===== config.mk =====
export PLATFORM = sky130hd
export DESIGN_NAME = part_addr_mapper
export DESIGN_NICKNAME = d
export VERILOG_FILES = /design/src/rtl/pam_pkg.sv /design/src/rtl/pam_xor_perm.sv /design/src/rtl/pam_poly_hash.sv /design/src/rtl/pam_fold.sv /design/src/rtl/part_addr_mapper.sv
export SDC_FILE = /design/constraint.sdc
export NUM_CORES = 1
export LEC_CHECK = 0
export ABC_AREA = 1
export CAP_MARGIN = 25
export CORE_UTILIZATION = 35
export CTS_CLUSTER_DIAMETER = 150
export DETAILED_ROUTE_END_ITERATION = 8
export PLACE_DENSITY = 0.61
export SLEW_MARGIN = 20
export SYNTH_ARGS = -nofsm -noshare
export SYNTH_HDL_FRONTEND = slang
export SYNTH_HIERARCHICAL = 1
export SYNTH_SLANG_ARGS = --single-unit
export TNS_END_PERCENT = 30

===== constraint.sdc =====
create_clock -name clk -period 4.1 [get_ports clk]
set_input_delay 0.82 -clock clk [delete_from_list [all_inputs] [get_ports clk]]
set_output_delay 0.82 -clock clk [all_outputs]
set_load 0.1 [all_outputs]

===== src/rtl/pam_pkg.sv =====
// Shared definitions for the partition address mapper.
// Assumes the polynomial hash width is between 1 and 8 bits.
package pam_pkg;

    typedef enum logic [1:0] {
        MAP_PASS = 2'b00,
        MAP_XOR  = 2'b01,
        MAP_POLY = 2'b10,
        MAP_RSVD = 2'b11
    } map_mode_e;

    // Smallest power of two not below n (n itself when already a power of two).
    function automatic int next_pow2(input int n);
        int p;
        p = 1;
        for (int i = 0; i < 31; i++) begin
            if (p < n) p = p * 2;
        end
        return p;
    endfunction

    // Irreducible polynomial per hash width, with the x^w term included.
    function automatic int hash_poly(input int w);
        case (w)
            1:       return 3;
            2:       return 7;
            3:       return 11;
            4:       return 19;
            5:       return 37;
            6:       return 67;
            7:       return 131;
            default: return 285;
        endcase
    endfunction

    // Residue of x^(w+k) modulo the width-w polynomial, as a w-bit vector.
    function automatic logic [31:0] poly_residue(input int w, input int k);
        logic [31:0] r;
        logic [31:0] msk;
        logic [31:0] low;
        logic        carry;
        msk = (32'd1 << w) - 32'd1;
        low = 32'(hash_poly(w)) & msk;
        r   = 32'd1;
        for (int s = 0; s < w + k; s++) begin
            carry = r[w-1];
            r     = (r << 1) & msk;
            if (carry) r = r ^ low;
        end
        return r;
    endfunction

endpackage


===== src/rtl/pam_xor_perm.sv =====
// XOR permutation of the channel index with the low high-order bits.
// Assumes the channel count is a power of two, so masking to the channel
// width equals reduction modulo the channel count.
module pam_xor_perm #(
    parameter int CH_W = 4,
    parameter int HI_W = 15
) (
    input  logic [CH_W-1:0] chan_i,
    input  logic [HI_W-1:0] hi_i,
    output logic [CH_W-1:0] chan_o
);
    logic [CH_W-1:0] hi_low;

    // Pick or widen the high bits to the channel width.
    generate
        if (HI_W >= CH_W) begin : g_trunc
            assign hi_low = CH_W'(hi_i);
        end else begin : g_widen
            assign hi_low = {{(CH_W-HI_W){1'b0}}, hi_i};
        end
    endgenerate

    // Permute the channel.
    assign chan_o = chan_i ^ hi_low;
endmodule


===== src/rtl/pam_poly_hash.sv =====
// Carry-less polynomial hash: XORs into the identifier one precomputed
// residue x^(OUT_W+i) mod P for every set high-order bit i.
// Assumes OUT_W is between 1 and 8.
module pam_poly_hash #(
    parameter int OUT_W = 5,
    parameter int HI_W  = 15
) (
    input  logic [OUT_W-1:0] id_i,
    input  logic [HI_W-1:0]  hi_i,
    output logic [OUT_W-1:0] hash_o
);
    logic [OUT_W-1:0] term [HI_W];

    // One gated residue per high-order bit.
    generate
        for (genvar gi = 0; gi < HI_W; gi++) begin : g_term
            localparam logic [31:0] RES = pam_pkg::poly_residue(OUT_W, gi);
            assign term[gi] = hi_i[gi] ? RES[OUT_W-1:0] : '0;
        end
    endgenerate

    // XOR-reduce the residues onto the identifier.
    always_comb begin
        hash_o = id_i;
        for (int i = 0; i < HI_W; i++) begin
            hash_o = hash_o ^ term[i];
        end
    end
endmodule


===== src/rtl/pam_fold.sv =====
// Folds a value from the power-of-two hash space back under TOTAL.
// Assumes the value is below 2*TOTAL, which holds because the rounded
// channel count is less than twice the real one.
module pam_fold #(
    parameter int W     = 5,
    parameter int TOTAL = 24
) (
    input  logic [W-1:0] val_i,
    output logic [W-1:0] val_o
);
    generate
        if (TOTAL == (1 << W)) begin : g_exact
            // Space already matches the total: nothing to fold.
            assign val_o = val_i;
        end else begin : g_sub
            localparam logic [W-1:0] TOT_V = W'(TOTAL);
            // One conditional subtract covers the whole overshoot.
            assign val_o = (val_i >= TOT_V) ? (val_i - TOT_V) : val_i;
        end
    endgenerate
endmodule


===== src/rtl/part_addr_mapper.sv =====
// Maps a decoded channel, bank and high-address field to a final
// sub-partition and channel, in one of three modes, behind one
// valid/ready register stage. Assumes SUB_PER_CH is a power of two,
// NUM_CH >= 2 and the hash width is at most 8 bits.
module part_addr_mapper #(
    parameter int NUM_CH     = 12,
    parameter int SUB_PER_CH = 2,
    parameter int BANK_W     = 4,
    parameter int HI_W       = 15,
    localparam int P2_CH     = pam_pkg::next_pow2(NUM_CH),
    localparam int CH_W      = $clog2(P2_CH),
    localparam int SUB_W     = $clog2(SUB_PER_CH),
    localparam int SP_W      = CH_W + SUB_W
) (
    input  logic              clk,
    input  logic              rst_n,
    input  logic              in_valid,
    output logic              in_ready,
    input  logic [1:0]        in_mode,
    input  logic [CH_W-1:0]   in_chan,
    input  logic [BANK_W-1:0] in_bank,
    input  logic [HI_W-1:0]   in_hi,
    output logic              out_valid,
    input  logic              out_ready,
    output logic [CH_W-1:0]   out_chan,
    output logic [SP_W-1:0]   out_subpart,
    output logic              out_err
);
    import pam_pkg::*;

    localparam int          TOTAL    = NUM_CH * SUB_PER_CH;
    localparam bit          CH_POW2  = (P2_CH == NUM_CH);
    localparam logic [SP_W:0]   TOTAL_V  = (SP_W+1)'(TOTAL);
    localparam logic [SP_W-1:0] SUB_MASK = SP_W'(SUB_PER_CH - 1);

    map_mode_e       mode;
    logic [SP_W-1:0] bank_lo;
    logic [SP_W-1:0] id_pass;
    logic [CH_W-1:0] xor_chan;
    logic [SP_W-1:0] id_xor;
    logic [SP_W-1:0] hash_raw;
    logic [SP_W-1:0] hash_fold;
    logic [SP_W-1:0] sub_d;
    logic            err_d;
    logic            load;
    logic            vld_q;
    logic [SP_W-1:0] sub_q;
    logic            err_q;

    // Decode the mode and build the combined identifiers.
    assign mode    = map_mode_e'(in_mode);
    assign bank_lo = SP_W'(in_bank) & SUB_MASK;
    assign id_pass = (SP_W'(in_chan) << SUB_W) | bank_lo;
    assign id_xor  = (SP_W'(xor_chan) << SUB_W) | bank_lo;

    pam_xor_perm #(.CH_W(CH_W), .HI_W(HI_W)) xor_i (
        .chan_i (in_chan),
        .hi_i   (in_hi),
        .chan_o (xor_chan)
    );

    pam_poly_hash #(.OUT_W(SP_W), .HI_W(HI_W)) hash_i (
        .id_i   (id_pass),
        .hi_i   (in_hi),
        .hash_o (hash_raw)
    );

    pam_fold #(.W(SP_W), .TOTAL(TOTAL)) fold_i (
        .val_i (hash_raw),
        .val_o (hash_fold)
    );

    // Select the result per mode and flag illegal or out-of-range cases.
    always_comb begin
        err_d = 1'b0;
        case (mode)
            MAP_XOR: begin
                sub_d = id_xor;
                if (!CH_POW2) err_d = 1'b1;
            end
            MAP_POLY: sub_d = hash_fold;
            MAP_RSVD: begin
                sub_d = id_pass;
                err_d = 1'b1;
            end
            default:  sub_d = id_pass;
        endcase
        if ({1'b0, sub_d} >= TOTAL_V) err_d = 1'b1;
    end

    // Handshake: accept when the stage is empty or being drained.
    assign in_ready = !vld_q || out_ready;
    assign load     = in_valid && in_ready;

    // Output stage register.
    always_ff @(posedge clk) begin
        if (!rst_n) begin
            vld_q <= 1'b0;
            sub_q <= '0;
            err_q <= 1'b0;
        end else if (load) begin
            vld_q <= 1'b1;
            sub_q <= sub_d;
            err_q <= err_d;
        end else if (out_ready) begin
            vld_q <= 1'b0;
        end
    end

    assign out_valid   = vld_q;
    assign out_subpart = sub_q;
    assign out_chan    = sub_q[SP_W-1:SUB_W];
    assign out_err     = err_q;

    // a stalled input only happens when a result waits unconsumed.
    p_ready_rule_r2: assert property (@(posedge clk) disable iff (!rst_n)
        !in_ready |-> (out_valid && !out_ready));

    // an accepted request is presented in the next cycle.
    p_accept_r2: assert property (@(posedge clk) disable iff (!rst_n)
        (in_valid && in_ready) |=> out_valid);

    // a stalled result does not change.
    p_hold_r3: assert property (@(posedge clk) disable iff (!rst_n)
        (out_valid && !out_ready) |=>
            (out_valid && $stable(out_subpart) && $stable(out_err)));

    // pass-through keeps the channel.
    p_pass_chan_r4: assert property (@(posedge clk) disable iff (!rst_n)
        (in_valid && in_ready && in_mode == 2'b00) |=> (out_chan == $past(in_chan)));

    // the fold always brings hashed results into range.
    p_poly_range_r7: assert property (@(posedge clk) disable iff (!rst_n)
        (in_valid && in_ready && in_mode == 2'b10) |=> !out_err);

    // the reserved mode is always flagged.
    p_rsvd_err_r9: assert property (@(posedge clk) disable iff (!rst_n)
        (in_valid && in_ready && in_mode == 2'b11) |=> out_err);
endmodule


==> results.sh, run 1 <==
export IMPL_outcome="finished clean"
export IMPL_wl_per_cell_um=8.35
export IMPL_fin_area_mm2=0.00163
export IMPL_drive_above_1_share_pct=6.23
export IMPL_wl_um=2670
export IMPL_port_buffers=37
export IMPL_cts_resized_gates=0
export IMPL_p_leak_nw=0.950
export IMPL_yosys_area_top_type="nand2_1"
export IMPL_most_common_layout_cells="110 x nand2_1, 39 x inv_1, 36 x clkdlybuf4s50_1"
export IMPL_fin_nets=307
export IMPL_clock_latency_ns=0.26
export IMPL_cts_tree="done"
export IMPL_start_kind="register"
export IMPL_postCtsSetupBuffers=0
export IMPL_clockBufferDepth=2
export IMPL_clock_fmax_ghz=0.386
export IMPL_syn_area_mm2=0.00126
export IMPL_start_util_pct=37.1
export IMPL_antenna_cells=0
export IMPL_cts_hold_buf=0
export IMPL_dpl_worst_slack_ns=1.37
export IMPL_worst_pin_slew_ns=0.977
export IMPL_drc=0
export IMPL_dr_pass1_iters=4
export IMPL_final_common_cell="nand2_1"
export IMPL_regArea_um2=140
export IMPL_drtAntennaViolNets=0
export IMPL_final_setup_worst_slack_ns=1.51
export IMPL_drt_iter0_drc=42
export IMPL_grt_max_degree=10
export IMPL_pin_count=41
export IMPL_max_stage_delay_ns=1.15
export IMPL_maxSlewViolCount=0
export IMPL_relSlewSlack_pct=34.6
export IMPL_finalCriticalPeriod_ns=2.59
export IMPL_fin_setup_tns_ns=0
export IMPL_path_clk_slew_ns=0.04
export IMPL_cap_violations=0
export IMPL_grt_pass1_vias=1056
export IMPL_crit_family="buffers and inverters"
export IMPL_die_w_um=61.9
export IMPL_timing_final_crit_share_pct=63.1
export IMPL_htree_num_levels=1
export IMPL_fillers=354
export IMPL_num_rows=21
export IMPL_grt_usage_pct=15.0
export IMPL_endpoint_kind="output pin"
export IMPL_coreArea_mm2=0.00339
export IMPL_yosysWarnings=6
export IMPL_antenna_found_initial=0
export IMPL_die_h_um=61.9
export IMPL_hold_violations=0
export IMPL_grt_overflow=0
export IMPL_ys_ff_latch=7
export IMPL_postPlaceCellArea_mm2=0.00161
export IMPL_synth_area_leaders="nand2_1 33%, inv_1 12%, dfxtp_1 11%"
export IMPL_reg2reg_from="out_valid$_SDFFE_PN0P_"
export IMPL_cts_root_buffer="clkbuf_4"
export IMPL_place_gp_congestion=0.755
export IMPL_cts_sinks=7
export IMPL_total_power_uw=380
export IMPL_syn_inst=241
export IMPL_fp_dieArea_mm2=0.00383
export IMPL_syn_to_final_growth_pct=30.0
export IMPL_ir_drop_mv=0.0748
export IMPL_skew_ns=0.00744
export IMPL_hp_start="out_subpart[0]$_SDFFE_PN0P_"
export IMPL_cts_buffers=3
export IMPL_startpoint="out_valid$_SDFFE_PN0P_"
export IMPL_arrival_ns=1.77
export IMPL_post_dp_hpwl_um=2260
export IMPL_worst_path_max_fanout=3
export IMPL_via_per_inst=4.27
export IMPL_path_class="reg2out"
export IMPL_syn_num_nets=274
export IMPL_grt_first_pass_wirelength_um=4330
export IMPL_avgSynthCellArea_um2=5.21
export IMPL_cp_slowest_cell="clkdlybuf4s50_1"
export IMPL_netlist_area_leader_share_pct=32.9
export IMPL_power_density_mw_per_mm2=232
export IMPL_required_ns=3.28
export IMPL_ys_types=21
export IMPL_hold_class="reg2reg"
export IMPL_worst_path_buf_inv=1
export IMPL_rsz0062_at_grt="false"
export IMPL_cp_cell_sequence="clkdlybuf4s50_1"
export IMPL_setup_violations=0
export IMPL_ys_seq_area_share_pct=11.2
export IMPL_num_vias=1363
export IMPL_multi_input_area_um2=883
==> report_power, final <==
part | switching, mW | leakage (nW) | total, mW | internal, mW
logic | 0.157 | 0.877 | 0.240 | 0.0827
registers | 0.00357 | 0.0580 | 0.0774 | 0.0739
clock network | 0.0254 | 0.0150 | 0.0625 | 0.0371
total | 0.186 | 0.950 | 0.380 | 0.194
==> synthesized netlist by cell type <==
cell type	instances
o21ai_0	1
nand3_1	16
nand2_1	110
nor2_1	12
xnor2_1	7
nand2_2	4
nand3_2	1
inv_2	3
o21ai_1	3
ha_1	4
dfxtp_1	7
a21oi_1	6
buf_4	7
a21oi_2	2
xor2_1	6
nand3b_1	5
or2_1	2
nor2_2	3
inv_1	39
buf_6	2
o211a_1	1
==> flip-flops by register name (all words and copies together) (netlist names) <==
register / count
out_err: 1
out_valid: 1
out_subpart: 5
==> through the flow <==
step           cells  hold WS [ns]  util [%]
3_3_place_gp     315         0.486      47.4
4_1_cts          319         0.499      48.2
3_5_place_dp     315         0.488      47.4
5_1_grt          319         0.536      48.2
6_report         319         0.498      48.2
2_1_floorplan    241         0.962         -
==> metal layers <==
layer	global-route usage, %	wire length, um	up-vias
li1	-	-	776
met1	21.5	1410	547
met2	24.4	1120	40
met3	2.69	140	0
met4	0.952	0	0
met5	0	0	-
==> path summary, 6_finish.rpt <==
check,to,slack (ns),depth (start not counted)
worst max register to register,out_err$_SDFFE_PN0P_,3.19,5
worst min register to register,out_subpart[0]$_SDFFE_PN0P_,0.50,1
worst max-delay path,out_valid,1.51,1
worst min-delay path,out_subpart[0]$_SDFFE_PN0P_,0.50,1
==> kinds of logic after synthesis <==
family | synth area share [%]
simple gates | 51.1
buf+inv | 18.5
compound gates | 6.17
xor+xnor | 9.06
flops | 11.2
fa+ha+maj | 3.98
==> worst register-to-register path: stages (launching register included) <==
cell	delay, ns
dfxtp_1	0.33
nand2_2	0.12
nand3_1	0.09
nor2_2	0.12
nand2_1	0.08
a21oi_2	0.10
==> final cells by class <==
| class | instances | area share (%) |
|---|---|---|
| sequential | 7 | 8.58 |
| clock buffer | 4 | 1.61 |
| tap | 46 | 3.52 |
| multi-input combinational | 183 | 54.1 |
| inverter | 42 | 9.66 |
| timing repair buffer | 37 | 22.5 |
Power figures use the tool's default switching activity.
==> inputs of run 2 (changes only) <==
==> constraint.sdc (replaced) <==
create_clock -name clk -period 2.6 [get_ports clk]
set_input_delay 0.52 -clock clk [delete_from_list [all_inputs] [get_ports clk]]
set_output_delay 0.52 -clock clk [all_outputs]
set_load 0.1 [all_outputs]
==> results.sh, run 2 (same netlist as run 1, synthesis figures left out) <==
export IMPL_outcome="finished clean"
export IMPL_finalCriticalPeriod_ns=2.16
export IMPL_grt_overflow=0
export IMPL_place_gp_congestion=0.788
export IMPL_power_density_mw_per_mm2=366
export IMPL_hold_violations=0
export IMPL_via_per_inst=4.27
export IMPL_hold_path_depth=1
export IMPL_grt_first_pass_wirelength_um=4260
export IMPL_cts_tree="done"
export IMPL_skew_ns=0.000523
export IMPL_start_util_pct=37.1
export IMPL_final_setup_worst_slack_ns=0.439
export IMPL_grt_pass1_vias=1040
export IMPL_grt_max_degree=10
export IMPL_ir_drop_mv=0.166
export IMPL_cts_resized_gates=0
export IMPL_antenna_found_initial=0
export IMPL_fp_dieArea_mm2=0.00383
export IMPL_fillers=369
export IMPL_pin_count=41
export IMPL_maxSlewViolCount=0
export IMPL_drc=0
export IMPL_wl_um=2670
export IMPL_clock_latency_ns=0.25
export IMPL_syn_to_final_growth_pct=29.4
export IMPL_rsz0062_at_grt="false"
export IMPL_drive_above_1_share_pct=10.6
export IMPL_required_ns=2.78
export IMPL_r2r_slack_ns=1.64
export IMPL_final_common_cell="nand2_1"
export IMPL_postCtsSetupBuffers=0
export IMPL_clockBufferDepth=2
export IMPL_fin_nets=308
export IMPL_path_clk_slew_ns=0.05
export IMPL_dr_pass1_iters=4
export IMPL_antenna_cells=0
export IMPL_hp_start="out_subpart[0]$_SDFFE_PN0P_"
export IMPL_post_dp_hpwl_um=2310
export IMPL_cts_root_buffer="clkbuf_4"
export IMPL_dpl_worst_slack_ns=0.155
export IMPL_cts_hold_buf=0
export IMPL_wl_per_cell_um=8.33
export IMPL_cp_cell_sequence="clkdlybuf4s50_1, or2_1, nand2_2, nand3_1, nand2_1, nand2_1, nand2_1, inv_1, nor2_1, nand2_1, nand2_2, nor2_2, nor2_2, nand2_1, a21oi_2"
export IMPL_cp_slowest_cell="clkdlybuf4s50_1"
export IMPL_reg2reg_from="out_valid$_SDFFE_PN0P_"
export IMPL_num_vias=1366
export IMPL_worst_path_max_fanout=9
export IMPL_worst_pin_slew_ns=0.353
export IMPL_endpoint_kind="register"
export IMPL_arrival_ns=2.35
export IMPL_htree_num_levels=1
export IMPL_cts_sinks=7
export IMPL_num_rows=21
export IMPL_p_leak_nw=0.979
export IMPL_fin_area_mm2=0.00163
export IMPL_max_stage_delay_ns=0.59
export IMPL_crit_top_cell="nand2_1"
export IMPL_die_w_um=61.9
export IMPL_coreArea_mm2=0.00339
export IMPL_fin_setup_tns_ns=0
export IMPL_die_h_um=61.9
export IMPL_cap_violations=0
export IMPL_start_kind="primary input"
export IMPL_hold_end="out_subpart[0]$_SDFFE_PN0P_"
export IMPL_relSlewSlack_pct=76.4
export IMPL_clock_fmax_ghz=0.463
export IMPL_hold_class="reg2reg"
export IMPL_path_class="in2reg"
export IMPL_port_buffers=37
export IMPL_timing_final_crit_share_pct=83.1
export IMPL_rr_endpoint="out_err$_SDFFE_PN0P_"
export IMPL_setup_violations=0
export IMPL_drtAntennaViolNets=0
export IMPL_grt_usage_pct=14.7
export IMPL_reg2reg_depth=6
export IMPL_postPlaceCellArea_mm2=0.00160
export IMPL_drt_iter0_drc=69
export IMPL_final_core_util_pct=48.0
export IMPL_largest_reg_flops=5
export IMPL_cts_buffers=3
export IMPL_most_common_layout_cells="110 x nand2_1, 39 x inv_1, 25 x clkdlybuf4s50_1"
==> run 2: area by class of cell <==
type,instances,area (um2),share of cell area [%]
flip-flops and latches,7,140,8.62
repair buffers,38,360,22.2
well taps,46,57.6,3.54
multi-input cells,183,883,54.3
inverters,42,158,9.70
clock buffers,4,26.3,1.62
==> run 2: worst max-delay path by stage <==
stage	startpoint	to	slack, ns	depth (start not counted)
global placement	in_hi[10]	out_err$_SDFFE_PN0P_	0.19	15
finish	in_hi[10]	out_err$_SDFFE_PN0P_	0.44	15
CTS	in_hi[10]	out_err$_SDFFE_PN0P_	0.41	15
floorplan	out_valid$_SDFFE_PN0P_	out_err$_SDFFE_PN0P_	0.41	6
global route	in_hi[10]	out_err$_SDFFE_PN0P_	0.25	15
detailed placement	in_hi[10]	out_err$_SDFFE_PN0P_	0.16	15
==> run 2: layer usage <==
metal	wire length, um	GRT usage (%)	vias to the layer above
met1	1450	21.5	558
li1	-	-	780
met2	1110	23.5	28
met3	101	2.69	0
met5	0	0	-
met4	0	0.952	0
==> run 2: report_power, final <==
part | switching (mW) | internal [mW]
logic | 0.247 | 0.128
clock network | 0.0380 | 0.0584
registers | 0.00656 | 0.116
==> run 2: stage by stage <==
stage               hold slack (ns)  instances  power [mW]
finish                        0.522        320       0.595
global route                  0.551        320       0.648
CTS                           0.526        320       0.601
detailed placement            0.514        316       0.503
global placement              0.510        316       0.501
floorplan                     0.662        241       0.417
==> run 2: critical path, delay by kind of cell <==
kind            cells  cell delay, ns
simple gates       12            1.08
buf+inv             2            0.63
compound gates      1            0.10
